--- config.mk ---
export PLATFORM = sky130hd
export DESIGN_NAME = swclk_selector
export DESIGN_NICKNAME = d
export VERILOG_FILES = /design/src/rtl/swsel_pkg.sv /design/src/rtl/swsel_sync_edge.sv /design/src/rtl/swsel_ext_detect.sv /design/src/rtl/swsel_dither.sv /design/src/rtl/swclk_selector.sv
export SDC_FILE = /design/constraint.sdc
export NUM_CORES = 1
export LEC_CHECK = 0
export BUFFER_PORTS_ARGS = -buffer_cell sky130_fd_sc_hd__buf_2
export CAP_MARGIN = 20
export CORE_MARGIN = 3
export CORE_UTILIZATION = 30
export CTS_BUF_LIST = sky130_fd_sc_hd__clkbuf_16
export DETAILED_ROUTE_END_ITERATION = 10
export MAX_ROUTING_LAYER = met4
export SKIP_LAST_GASP = 1
export SLEW_MARGIN = 20
export SYNTH_ARGS = -nofsm -noshare
export SYNTH_HDL_FRONTEND = slang
export SYNTH_SLANG_ARGS = --single-unit
export TNS_END_PERCENT = 50
--- constraint.sdc ---
create_clock -name clk -period 74.6 [get_ports clk]
set_input_delay 14.92 -clock clk [delete_from_list [all_inputs] [get_ports clk]]
set_output_delay 14.92 -clock clk [all_outputs]
set_load 0.02 [all_outputs]
--- src/rtl/swsel_pkg.sv ---
package swsel_pkg;
  typedef enum logic [1:0] {
    MODE_FIXED  = 2'd0,
    MODE_SPREAD = 2'd1,
    MODE_EXT    = 2'd2
  } sw_mode_e;
endpackage

--- src/rtl/swsel_sync_edge.sv ---
module swsel_sync_edge #(
  parameter int STAGES = 2
) (
  input  logic clk,
  input  logic rst_n,
  input  logic din,
  output logic level,
  output logic rise,
  output logic fall
);
  // stage k captures stage k-1; the extra last stage holds the previous level
  logic [STAGES:0] chain;

  for (genvar k = 0; k <= STAGES; k++) begin : g_stage
    if (k == 0) begin : g_first
      always_ff @(posedge clk) begin
        if (!rst_n) chain[k] <= 1'b0;
        else        chain[k] <= din;
      end
    end else begin : g_next
      always_ff @(posedge clk) begin
        if (!rst_n) chain[k] <= 1'b0;
        else        chain[k] <= chain[k-1];
      end
    end
  end

  assign level = chain[STAGES-1];
  assign rise  = chain[STAGES-1] & ~chain[STAGES];
  assign fall  = ~chain[STAGES-1] & chain[STAGES];
endmodule

--- src/rtl/swsel_ext_detect.sv ---
module swsel_ext_detect #(
  parameter int PER_W      = 16,
  parameter int MIN_PHASE  = 38,
  parameter int LOCK_EDGES = 2
) (
  input  logic             clk,
  input  logic             rst_n,
  input  logic             rise,
  input  logic             fall,
  input  logic [PER_W-1:0] nom,
  output logic             present
);
  localparam int CW = PER_W + 2;
  localparam int XW = CW + 3;
  localparam int GW = $clog2(LOCK_EDGES + 1);
  localparam logic [CW-1:0] ONE_C  = CW'(1);
  localparam logic [CW-1:0] MAX_C  = '1;
  localparam logic [CW-1:0] MINP_C = CW'(MIN_PHASE);
  localparam logic [GW-1:0] LAST_G = GW'(LOCK_EDGES - 1);
  localparam logic [GW-1:0] ONE_G  = GW'(1);

  logic [CW-1:0] r_cnt;     // cycles since last rising edge, 0 = none yet
  logic [CW-1:0] e_cnt;     // cycles since last edge of either polarity
  logic          phase_ok;  // high phase of the current interval was long enough
  logic [GW-1:0] good_cnt;
  logic          edge_any, cur_ph_ok, per_ok, good, timeout;
  logic [CW-1:0] tmo;
  logic [XW-1:0] p_x, n_x;

  assign edge_any  = rise | fall;
  assign tmo       = {1'b0, nom, 1'b0};
  assign timeout   = (e_cnt >= tmo);
  assign cur_ph_ok = (e_cnt >= MINP_C) && (e_cnt != '0);
  assign p_x       = {3'b000, r_cnt};
  assign n_x       = {5'b00000, nom};
  // 1.2x..1.5x the nominal rate: 2*nom <= 3*p and 6*p <= 5*nom
  assign per_ok    = (r_cnt != '0) &&
                     (((p_x << 1) + p_x) >= (n_x << 1)) &&
                     (((p_x << 2) + (p_x << 1)) <= ((n_x << 2) + n_x));
  assign good      = rise && per_ok && phase_ok && cur_ph_ok;

  always_ff @(posedge clk) begin
    if (!rst_n) begin
      r_cnt    <= '0;
      e_cnt    <= '0;
      phase_ok <= 1'b0;
    end else begin
      if (rise)                                r_cnt <= ONE_C;
      else if (r_cnt != '0 && r_cnt != MAX_C)  r_cnt <= r_cnt + ONE_C;
      if (edge_any)                            e_cnt <= ONE_C;
      else if (e_cnt != '0 && e_cnt != MAX_C)  e_cnt <= e_cnt + ONE_C;
      if (rise)      phase_ok <= 1'b1;
      else if (fall) phase_ok <= phase_ok & cur_ph_ok;
    end
  end

  always_ff @(posedge clk) begin
    if (!rst_n) begin
      present  <= 1'b0;
      good_cnt <= '0;
    end else if (present) begin
      if (timeout && !edge_any) begin
        present  <= 1'b0;
        good_cnt <= '0;
      end
    end else if (rise) begin
      if (!good)                    good_cnt <= '0;
      else if (good_cnt == LAST_G) begin
        present  <= 1'b1;
        good_cnt <= '0;
      end else                      good_cnt <= good_cnt + ONE_G;
    end else if (timeout) begin
      good_cnt <= '0;
    end
  end

  assert_lock_on_edge_R4: assert property (@(posedge clk) disable iff (!rst_n)
    $rose(present) |-> $past(rise));
  assert_loss_after_quiet_R8: assert property (@(posedge clk) disable iff (!rst_n)
    $fell(present) |-> $past(e_cnt >= tmo));
endmodule

--- src/rtl/swsel_dither.sv ---
module swsel_dither #(
  parameter int PER_W      = 16,
  parameter int MOD_CYCLES = 250000,
  parameter int SPREAD_PCT = 3
) (
  input  logic                    clk,
  input  logic                    rst_n,
  input  logic                    step,
  input  logic                    enable,
  input  logic [PER_W-1:0]        nom,
  output logic signed [PER_W:0]   offset
);
  localparam int PH_W = $clog2(MOD_CYCLES);
  localparam int QTR  = MOD_CYCLES / 4;
  localparam int PW   = PH_W + PER_W;
  localparam int AW   = PER_W + 7;
  localparam logic [PH_W-1:0] Q1    = PH_W'(QTR);
  localparam logic [PH_W-1:0] Q2    = PH_W'(2 * QTR);
  localparam logic [PH_W-1:0] Q3    = PH_W'(3 * QTR);
  localparam logic [PH_W-1:0] PLAST = PH_W'(MOD_CYCLES - 1);
  localparam logic [PH_W-1:0] ONE_P = PH_W'(1);

  logic [PH_W-1:0]  ph;
  logic [PH_W-1:0]  mag_raw, mag;
  logic             neg;
  logic [PER_W-1:0] amp, scaled, off_mag;

  always_ff @(posedge clk) begin
    if (!rst_n)            ph <= '0;
    else if (ph == PLAST)  ph <= '0;
    else                   ph <= ph + ONE_P;
  end

  // triangle: -QTR at 0, rising to +QTR at half sweep, back down
  always_comb begin
    if (ph < Q1)      begin mag_raw = Q1 - ph; neg = 1'b1; end
    else if (ph < Q2) begin mag_raw = ph - Q1; neg = 1'b0; end
    else if (ph < Q3) begin mag_raw = Q3 - ph; neg = 1'b0; end
    else              begin mag_raw = ph - Q3; neg = 1'b1; end
    mag = (mag_raw > Q1) ? Q1 : mag_raw;
  end

  assign amp    = PER_W'(({7'b0, nom} * AW'(SPREAD_PCT)) / AW'(100));
  assign scaled = PER_W'(({{PER_W{1'b0}}, mag} * {{PH_W{1'b0}}, amp}) / PW'(QTR));

  always_ff @(posedge clk) begin
    if (!rst_n || !enable) offset <= '0;
    else if (step)         offset <= neg ? -$signed({1'b0, scaled}) : $signed({1'b0, scaled});
  end

  assign off_mag = offset[PER_W] ? PER_W'(-offset) : offset[PER_W-1:0];

  assert_dither_clamp_R3: assert property (@(posedge clk) disable iff (!rst_n)
    (step && enable) |=> (off_mag <= $past(amp)));
  assert_fixed_no_offset_R2: assert property (@(posedge clk) disable iff (!rst_n)
    !enable |=> (offset == '0));
endmodule

--- src/rtl/swclk_selector.sv ---
module swclk_selector
  import swsel_pkg::*;
#(
  parameter int PER_W       = 16,
  parameter int SYNC_STAGES = 2,
  parameter int MIN_PHASE   = 38,
  parameter int LOCK_EDGES  = 2,
  parameter int MOD_CYCLES  = 250000,
  parameter int SPREAD_PCT  = 3
) (
  input  logic             clk,
  input  logic             rst_n,
  input  logic             sync_in,
  input  logic [PER_W-1:0] nom_period,
  output logic             sw_pulse,
  output logic [1:0]       mode,
  output logic             ext_lock
);
  localparam int TW = PER_W + 2;
  localparam logic [TW-1:0] ONE_T = TW'(1);

  logic                  lvl, rise, fall, present;
  logic signed [PER_W:0] offset;
  logic signed [TW-1:0]  off_x, tgt_s;
  logic [TW-1:0]         tgt, cnt;
  logic                  wrap, dith_en, pulse_d;
  sw_mode_e              mode_q;

  swsel_sync_edge #(.STAGES(SYNC_STAGES)) u_sync (
    .clk(clk), .rst_n(rst_n), .din(sync_in),
    .level(lvl), .rise(rise), .fall(fall)
  );

  swsel_ext_detect #(.PER_W(PER_W), .MIN_PHASE(MIN_PHASE), .LOCK_EDGES(LOCK_EDGES)) u_det (
    .clk(clk), .rst_n(rst_n), .rise(rise), .fall(fall),
    .nom(nom_period), .present(present)
  );

  assign dith_en = lvl & ~present;

  swsel_dither #(.PER_W(PER_W), .MOD_CYCLES(MOD_CYCLES), .SPREAD_PCT(SPREAD_PCT)) u_dith (
    .clk(clk), .rst_n(rst_n), .step(wrap & ~present), .enable(dith_en),
    .nom(nom_period), .offset(offset)
  );

  assign off_x = TW'(offset);
  assign tgt_s = $signed({2'b00, nom_period}) + off_x;
  assign tgt   = $unsigned(tgt_s);
  assign wrap  = (cnt + ONE_T) >= tgt;

  always_ff @(posedge clk) begin
    if (!rst_n || present) cnt <= '0;
    else if (wrap)         cnt <= '0;
    else                   cnt <= cnt + ONE_T;
  end

  assign pulse_d = present ? rise : wrap;

  always_ff @(posedge clk) begin
    if (!rst_n) begin
      sw_pulse <= 1'b0;
      mode_q   <= MODE_FIXED;
    end else begin
      sw_pulse <= pulse_d;
      mode_q   <= present ? MODE_EXT : (lvl ? MODE_SPREAD : MODE_FIXED);
    end
  end

  assign mode     = mode_q;
  assign ext_lock = present;

  assert_ext_mode_R4: assert property (@(posedge clk) disable iff (!rst_n)
    ext_lock |=> (mode == MODE_EXT));
  assert_ext_pulse_src_R5: assert property (@(posedge clk) disable iff (!rst_n)
    (sw_pulse && $past(ext_lock)) |-> $past(rise));
endmodule

### Word level (Yosys, flattened, before mapping)

Index checks and enable logic that the tools add are counted.

| storage, ports and cells | value |
|---|---|
| flip-flop bits (word level) | 99 |
| input port bits | 19 |
| output and inout bits | 4 |
| logic and storage cells | 112 |

| cells by class | value |
|---|---|
| add/subtract/negate cells | 14 |
| multiply operators | 2 |
| divide/modulo/power cells | 2 |
| $lt $le $gt $ge | 9 |
| equality and inequality tests | 5 |
| multiplexer cells | 28 |
| bitwise gates (word level) | 10 |
| reduce and logical (&&, ||, !) cells | 26 |

Operators by type and width:

| kind | count |
|---|---|
| 18-bit by 1-bit adder with 18-bit output, second input constant | 4 |
| 18-bit two-way mux | 4 |
| 18-bit != test, second input constant | 2 |
| 18-bit nonzero test | 2 |
| 34-bit by 16-bit divider with 34-bit output, second input constant | 1 |
| 18-bit by 16-bit multiplier with 34-bit output | 1 |
| 18-bit by 7-bit divider with 23-bit output, second input constant | 1 |
| 20-bit by 19-bit adder with 21-bit output | 1 |
| 21-bit by 17-bit greater-or-equal comparator with 1-bit output | 1 |
| 21-bit less-or-equal comparator | 1 |
| 19-bit by 18-bit adder with 20-bit output | 1 |
| 18-bit by 16-bit adder with 19-bit output | 1 |
| 17-bit by 17-bit adder with 18-bit output | 1 |
| 18-bit == test, second input constant | 1 |
| 18-bit by 17-bit greater-or-equal comparator with 1-bit output | 1 |
| 18-bit greater-or-equal comparator | 1 |
| 18-bit by 6-bit greater-or-equal comparator with 1-bit output, second input constant | 1 |
| 18-bit by 16-bit greater-than comparator with 1-bit output, second input constant | 1 |
| 18-bit by 16-bit < comparator with 1-bit output, second input constant | 1 |
| 18-bit by 17-bit < comparator with 1-bit output, second input constant | 1 |
| 18-bit < comparator, second input constant | 1 |
| 16-bit by 2-bit multiplier with 18-bit output, second input constant | 1 |
| 16-bit by 18-bit subtractor with 18-bit output, first input constant | 1 |
| 18-bit by 16-bit subtractor with 18-bit output, second input constant | 1 |
| 19 further kinds | 64 |

### Logic depth before layout (Yosys ltp)

Gate-level depths: netlist of the first run.

| depth | value |
|---|---|
| word-level depth | 10 |
| gate-level depth with buffers | 159 |

### Hierarchy

A second synthesis of the first run with hierarchy kept.

| unflattened totals | value |
|---|---|
| cell total of the unflattened synthesis | 3,986 |
| area total of the unflattened synthesis | 29,483.3 µm² |

By module, submodules not included:

| module | times used | cells an instance | area an instance (µm²) | seq. area each (µm²) |
|---|---|---|---|---|
| swsel_dither | 1 | 3,151 | 22,630.5 | 700.7 |
| swsel_ext_detect | 1 | 579 | 4,610.7 | 800.8 |
| swclk_selector | 1 | 248 | 2,150.8 | 420.4 |
| swsel_sync_edge | 1 | 8 | 91.3 | 60.1 |

### Worst setup path after synthesis of the first run

OpenSTA, ideal clock, no wires.

| timing path | value |
|---|---|
| path type | input to register |
| from | in nom_period[1] |
| to | reg u_dith.offset[14] |
| arrival | 49.163 ns |
| path slack | 25.352 ns |
| cell stages on the path | 150 |
| buffers on the path | 12 |
| cells stage by stage | ha_1 > a21o_1 > a21oi_1 > o21ai_0 > a21oi_1 > o21ai_0 > a21oi_1 > o21ai_0 > a21oi_1 > o21bai_1 > a21oi_1 > o21bai_1 > a21o_1 > xor2_1 > or2_2 > clkbuf_1 > nor2_1 > nor4_1 > [... 114 more ...] > o21ai_2 > a21o_1 > maj3_2 > a2111oi_4 > o21ai_1 > a21o_1 > nand3_1 > nand4_1 > a2111oi_4 > o31ai_2 > maj3_2 > o221ai_2 > a31oi_1 > ha_1 > and3_1 > a21oi_1 > xnor2_1 > a211oi_1 |

| on the way | value |
|---|---|
| longest elaborated chain between the ends | 6 |
| elaborated cells on any way between the ends | 9 |
| those cells by class | 2 x add/sub; 2 x mul; 2 x div; 1 x order compare; 1 x mux; 1 x bitwise |

RTL lines:

| element | RTL line | RTL |
|---|---|---|
| start, declared | swclk_selector.sv:14 | `input logic [PER_W-1:0] nom_period,` |
| 16-bit by 2-bit multiplier with 18-bit output | swsel_dither.sv:43 | `assign amp = PER_W'(({7'b0, nom} * AW'(SPREAD_PCT)) / AW'(100));` |
| 18-bit by 7-bit divider with 23-bit output | swsel_dither.sv:43 |  |
| 18-bit by 16-bit multiplier with 34-bit output | swsel_dither.sv:44 | `assign scaled = PER_W'(({{PER_W{1'b0}}, mag} * {{PH_W{1'b0}}, amp}) / PW'(QTR));` |
| 34-bit by 16-bit divider with 34-bit output | swsel_dither.sv:44 |  |
| 16-bit negator with 17-bit output | swsel_dither.sv:48 | `else if (step) offset <= neg ? -$signed({1'b0, scaled}) : $signed({1'b0, scaled});` |
| 17-bit two-way mux | swsel_dither.sv:48 |  |
| end signal, assigned | swsel_dither.sv:48 |  |
| end, declared | swsel_dither.sv:11 | `output logic signed [PER_W:0] offset` |

Several ways; a longest one is shown, not always the timed one.
A chain may end at the register's enable or synchronous reset.

### Worst setup path in the final report of the first run

Same ends and word-level chain as after synthesis.

==> results of run 1 <==
layer usage:
metal	share of wire	GRT usage
met1	0.48	0.221
met2	0.46	0.265
met3	0.040	0.0133
met4	0.016	0.0331
met5	0	-
stage by stage:
stage	instances	util	hold WS, ns	worst slack, ns
after floorplan	3689	-	0.412	25.35
after global placement	4797	0.319	0.442	18.37
after detailed placement	4798	0.319	0.451	17.78
after CTS	4814	0.322	0.467	18.14
after global routing	4815	0.322	0.508	14.11
final	4815	0.322	0.470	17.90
worst max-delay path, delay by kind of cell:
family,cells,cell delay [ns]
and+or+nand+nor,36,8.26
AOI/OAI and AO/OA,68,20.02
xor gates and xnor gates,12,2.85
buffers and inverters,13,1.87
muxes,4,2.04
adders and majority gates,17,6.90
cells in the mapped netlist, types with 9 or more instances:
cell,n
or3_1,29
ha_1,272
o211a_1,10
nand2_1,380
or2_2,13
o21bai_1,42
a21o_1,63
o21ai_0,146
nand2b_1,46
and4_1,9
buf_1,13
xor2_1,89
a22oi_1,9
mux2i_1,35
o21a_1,41
nor2_1,277
a211o_1,15
nand3_1,99
o31a_1,13
and2_1,49
a211oi_1,40
maj3_1,21
nor4_1,22
a31o_2,12
a21oi_1,265
xnor2_1,213
a311oi_1,9
fa_1,164
inv_1,394
a21boi_0,17
dfxtp_1,99
buf_2,24
o31ai_1,22
clkbuf_1,69
o22ai_1,9
and3_1,30
a31oi_1,48
mux2_2,14
o21ai_1,38
o211ai_1,36
nor3_1,83
nand4_1,44
nor2b_1,74
cells in the final DEF, fill, tap and decap left out, types with 15 or more instances in the layout:
| master | instances |
|---|---|
| a21o_1 | 63 |
| o211ai_1 | 36 |
| inv_1 | 394 |
| xnor2_1 | 213 |
| nand3_1 | 99 |
| o31ai_1 | 19 |
| dfxtp_1 | 99 |
| a211oi_1 | 40 |
| a211o_1 | 15 |
| or3_1 | 29 |
| o21ai_0 | 146 |
| buf_4 | 24 |
| ha_1 | 272 |
| and2_1 | 49 |
| mux2i_1 | 35 |
| nor2_1 | 275 |
| maj3_1 | 21 |
| and3_1 | 30 |
| xor2_1 | 89 |
| o21a_1 | 41 |
| a21boi_0 | 17 |
| nand2_1 | 380 |
| nand4_1 | 44 |
| a31oi_1 | 48 |
| conb_1 | 25 |
| buf_2 | 22 |
| fa_1 | 164 |
| nor3_1 | 82 |
| o21ai_1 | 38 |
| nor2b_1 | 74 |
| o21bai_1 | 42 |
| nand2b_1 | 46 |
| nor4_1 | 22 |
| a21oi_1 | 265 |
final timing paths:
path / end / cells past startpoint / from
hold reg to reg: u_det.good_cnt[1]$_SDFFE_PN0P_ / 2 / u_det.good_cnt[1]$_SDFFE_PN0P_
setup reg to reg: u_dith.offset[14]$_SDFFE_PP0P_ / 97 / u_dith.ph[9]$_SDFF_PP0_
setup / recovery: u_dith.offset[14]$_SDFFE_PP0P_ / 150 / nom_period[1]
hold / removal: u_det.good_cnt[1]$_SDFFE_PN0P_ / 2 / u_det.good_cnt[1]$_SDFFE_PN0P_
layout make-up:
cell class | instances | area, sq um | area share
clock inverter | 7 | 96.3 | 0.00331
timing repair buffer | 47 | 302 | 0.0104
inverter | 395 | 1480 | 0.0509
antenna | 1 | 2.50 | 0.0000859
sequential | 99 | 1980 | 0.0681
tap | 1176 | 1470 | 0.0505
clock buffer | 9 | 225 | 0.00773
multi-input combinational | 3081 | 23600 | 0.809
cells by family after synthesis:
group,count (synthesis),share of synthesized area
buf+inv,509,0.0720
mux,56,0.0224
flops,99,0.0724
xor+xnor,304,0.0978
other cells,2,0.000274
simple gates,1226,0.221
fa+ha+maj,459,0.253
compound gates,1011,0.262
sequential cells by signal (all words and copies together), names as in the netlist:
| signal | cells |
|---|---|
| u_det.present | 1 |
| cnt | 18 |
| sw_pulse | 1 |
| mode | 2 |
| u_dith.offset | 17 |
| u_sync.chain | 2 |
| u_sync.level | 1 |
| u_det.r_cnt | 18 |
| u_det.e_cnt | 18 |
| u_det.phase_ok | 1 |
| u_det.good_cnt | 2 |
| u_dith.ph | 18 |
==> impl_metrics.ini, run 1 <==
[finish]
fin_area_sq_mm = 0.0291
area_growth_pct = 6.36
num-fill-cells = 9697
final_nets = 4088
drive_above_1_share = 0.0574

[sta]
worst_pin_slew_ns = 1.13
fin_setup_tns_ns = 0
finalSetupViolations = 0
slew_headroom = 0.246
fin_skew_ns = 0.0217
post-route-period-util = 0.760
hold_violations = 0
period_needed_ns = 56.70
slew_violations = 0
rsz0062_at_grt = false
clock.fmax_mhz = 17.6

[clocking]
cts_tree = built
cts_buffers = 9
cts_sinks = 99
postCtsResizedCells = 0
insertion_delay_ns = 0.40
cts_buffer_depth = 2
post_cts_buffers = 0
htreeDepth = 3
ctsRootBufferMaster = clkbuf_16
clk_pin_slew_worst_paths_ns = 0.09
postCtsHoldBufs = 0

[floorplanning]
start_util = 0.303
io_pins = 23
core.rowCount = 110
core_sq_mm = 0.0903
die_w_um = 308
die_area_sq_mm = 0.0949
dieHeight_um = 308

[place]
placed_area_sq_mm = 0.0288
hpwl_um = 61700
routabilityCongestion = 0.906
io_buffers = 22

[route]
drc = 0
wl_per_cell_um = 15.7
dr_total_vias = 25600
totalWireLength_um = 75600
first_iter_violations = 1743
dr.pass1.iters = 5
antenna_left = 0
via_per_inst = 5.32

[global_routing]
antenna_found_initial = 2
grt_usage = 0.163
grt_overflow = 0
grt_pass1_wl_um = 126000
grt_pass1_vias = 24400
grt_max_degree = 28

[synthesis]
synth_top_cell_area_share = 0.124
ys_ff_latch = 99
syn_inst = 3666
synth.distinct_cells = 137
ys_top_cells_by_area = ha_1 (12%), fa_1 (12%), dfxtp_1 (7.2%)
ys.flop_type = dfxtp_1
synth_area_sq_mm = 0.0274
synth_edf_count = 0
async_flop_share = 0
yosys_warnings = 0
synth_area_per_cell_sq_um = 7.47
ys_seq_area_frac = 0.0724
yosysTopAreaCell = ha_1

[critical_path]
cpMaxStageDelayCell = mux2i_1
arrival_ns = 57.01
max_stage_delay_ns = 0.81
endpoint_kind = register
path_class = in2reg
r2r_slack_ns = 43.38
worstPathRequired_ns = 74.91
cp-start-kind = primary input
critPathMaxFanout = 27
crit_path_frequent_cell = a21oi_1

[run_status]
run_status = complete, no violations

[job]
maxCapViolations = 0

[min_path]
min_path_type = reg2reg
Power of run 1 is not shown: default switching activity piles up to over one toggle a cycle in this logic, so the estimate is an artifact.
==> run 2: changes to the inputs <==
Settings changed: ABC_AREA set to 1.
Clock period 74.6 ns to 48.8 ns, I/O delays scaled along.
==> run 2 against run 1 <==
Routed wire length increased by 8.9%; via count increased by 12%; synthesized cell count increased by 31%; register-to-register slack got worse by 20 ns; core utilization decreased by 0.12 points; setup slack got worse by 14 ns; design area increased by 13%; critical path type unchanged; largest cell class unchanged.
==> impl_metrics.ini, run 2 <==
[route]
dr.pass1.iters = 6
first_iter_violations = 1764
drc = 0
wl_per_cell_um = 13.3
totalWireLength_um = 82300
via_per_inst = 4.66
dr_total_vias = 28800
antenna_left = 0

[clocking]
clk_pin_slew_worst_paths_ns = 0.07
cts_tree = built
htreeDepth = 3
ctsRootBufferMaster = clkbuf_16
postCtsHoldBufs = 0
cts_buffer_depth = 2
cts_buffers = 9
cts_sinks = 99
insertion_delay_ns = 0.39

[critical_path]
crit_path_start = nom_period[1]
arrival_ns = 45.02
r2r_cells = 147
r2r-start = u_dith.ph[10]$_SDFF_PP0_
critPathMaxFanout = 21
max_stage_delay_ns = 0.53
cp.depth = 215
worstPathRequired_ns = 49.05
cp_top_family = simple AND/OR/NAND/NOR gates
endpoint_kind = register
cpMaxStageDelayCell = fa_1
critical_path_buf_inv_count = 36
path_class = in2reg
r2r_slack_ns = 23.63
r2r-end = u_dith.offset[14]$_SDFFE_PP0P_
critPathCapture = u_dith.offset[14]$_SDFFE_PP0P_
cp-start-kind = primary input
crit_path_frequent_cell = nand2_1

[synthesis]
ys_top_cells_by_area = nand2_1 (13%), ha_1 (11%), fa_1 (11%)
yosys_warnings = 0
ys.flop_type = dfxtp_1
synthTopCellsByCount = nand2_1 (1,102), inv_1 (845), nor2_1 (405), nand3_1 (310), ha_1 (272)
ys_ff_latch = 99
async_flop_share = 0
synth_area_per_cell_sq_um = 6.51
yosysTopAreaCell = nand2_1
synth_top_cell_area_share = 0.133
synth.distinct_cells = 78
yosysMostFrequentCell = nand2_1
ys_seq_area_frac = 0.0635
synth_area_sq_mm = 0.0312
synth_edf_count = 0
syn_inst = 4796

[finish]
n_antenna_cell = 0
final_cell_mix = nand2_1 (1,102), inv_1 (846), nor2_1 (405), nand3_1 (308), ha_1 (272)
final_common_cell = nand2_1
area_growth_pct = 5.47
drive_above_1_share = 0.158
stdcell_count = 6170
utilization = 0.321
num-fill-cells = 11300
final_nets = 5252

[place]
routabilityCongestion = 0.908
io_buffers = 22
hpwl_um = 70600
place_inst = 6154

[global_routing]
grt_max_degree = 22
grt_pass1_wl_um = 140000
grt_usage = 0.158
grt_overflow = 0
antenna_found_initial = 0
grt_pass1_vias = 27900

[min_path]
worstHoldStart = u_sync.chain[0]$_SDFF_PN0_
min_path_type = reg2reg

[sta]
fin_hold_ws_ns = 0.440
fin_skew_ns = 0.0128
worst_pin_slew_ns = 1.01
fin_setup_tns_ns = 0
finalSetupViolations = 0
clock.fmax_mhz = 22.3
period_needed_ns = 44.77
rsz0062_at_grt = false
post-route-period-util = 0.917
slew_headroom = 0.325
hold_violations = 0
slew_violations = 0

[floorplanning]
io_pins = 23
die_area_sq_mm = 0.108
core_sq_mm = 0.102
start_util = 0.305
dieHeight_um = 329
core.rowCount = 117
die_w_um = 329

[run_status]
run_status = complete, no violations

[job]
maxCapViolations = 0
run 2: logic make-up (layout without fill, tap and decap cells):
logic type | count (synthesis) | count (layout) | share of synthesized area
AND/OR/NAND/NOR | 2580 | 2580 | 0.441
adder cells (fa/ha/maj) | 436 | 436 | 0.214
flip-flops | 99 | 99 | 0.0635
other | 2 | 25 | 0.000241
XOR/XNOR | 183 | 183 | 0.0513
buffers and inverters | 1013 | 996 | 0.137
AO/OA/AOI/OAI | 483 | 483 | 0.0930
run 2: worst register-to-register path, delay by kind of cell (launching register included):
kind	cells	cell delay (ns)
adders and majority gates	8	3.66
AOI/OAI and AO/OA	12	2.62
buffers and inverters	17	1.64
and+or+nand+nor	107	15.61
xor gates and xnor gates	3	0.85
DFF	1	0.66
run 2: how the worst min path moves through the flow:
| stage | endpoint | cells after the start |
|---|---|---|
| 6_report | u_sync.level$_SDFF_PN0_ | 2 |
| 5_1_grt | u_sync.level$_SDFF_PN0_ | 2 |
| 4_1_cts | u_sync.level$_SDFF_PN0_ | 2 |
| 3_5_place_dp | u_sync.level$_SDFF_PN0_ | 2 |
| 3_3_place_gp | u_sync.level$_SDFF_PN0_ | 2 |
| 2_1_floorplan | u_sync.level$_SDFF_PN0_ | 2 |
run 2: metal layers:
metal | vias up | share of wire | GRT usage
li1 | 15000 | - | -
met1 | 13200 | 0.48 | 0.210
met2 | 517 | 0.47 | 0.265
met3 | 84 | 0.032 | 0.00970
met4 | 0 | 0.019 | 0.0340
met5 | - | 0 | -
run 2: area by class of cell:
cell class	count	area, sq um	share of cell area
Multi-Input combinational cell	3707	25100	0.761
Inverter	954	3730	0.113
Sequential cell	99	1980	0.0602
Tap cell	1368	1710	0.0520
Clock buffer	9	225	0.00684
Timing Repair Buffer	26	140	0.00426
Clock inverter	7	67.6	0.00205
run 2: metrics by stage:
stage / setup WS (ns) / instance area [sq um]
3_5_place_dp: 3.41 / 32600
5_1_grt: 0.0841 / 32900
4_1_cts: 3.82 / 32900
2_1_floorplan: 11.11 / 31300
3_3_place_gp: 4.30 / 32600
6_report: 4.03 / 32900
run 2: timing repair:
item                                    CTS  global route
gates resized for setup                   0             3
setup buffers                             0             0
endpoints found under the setup margin    0             7
Power of run 2 is left out for the same reason.
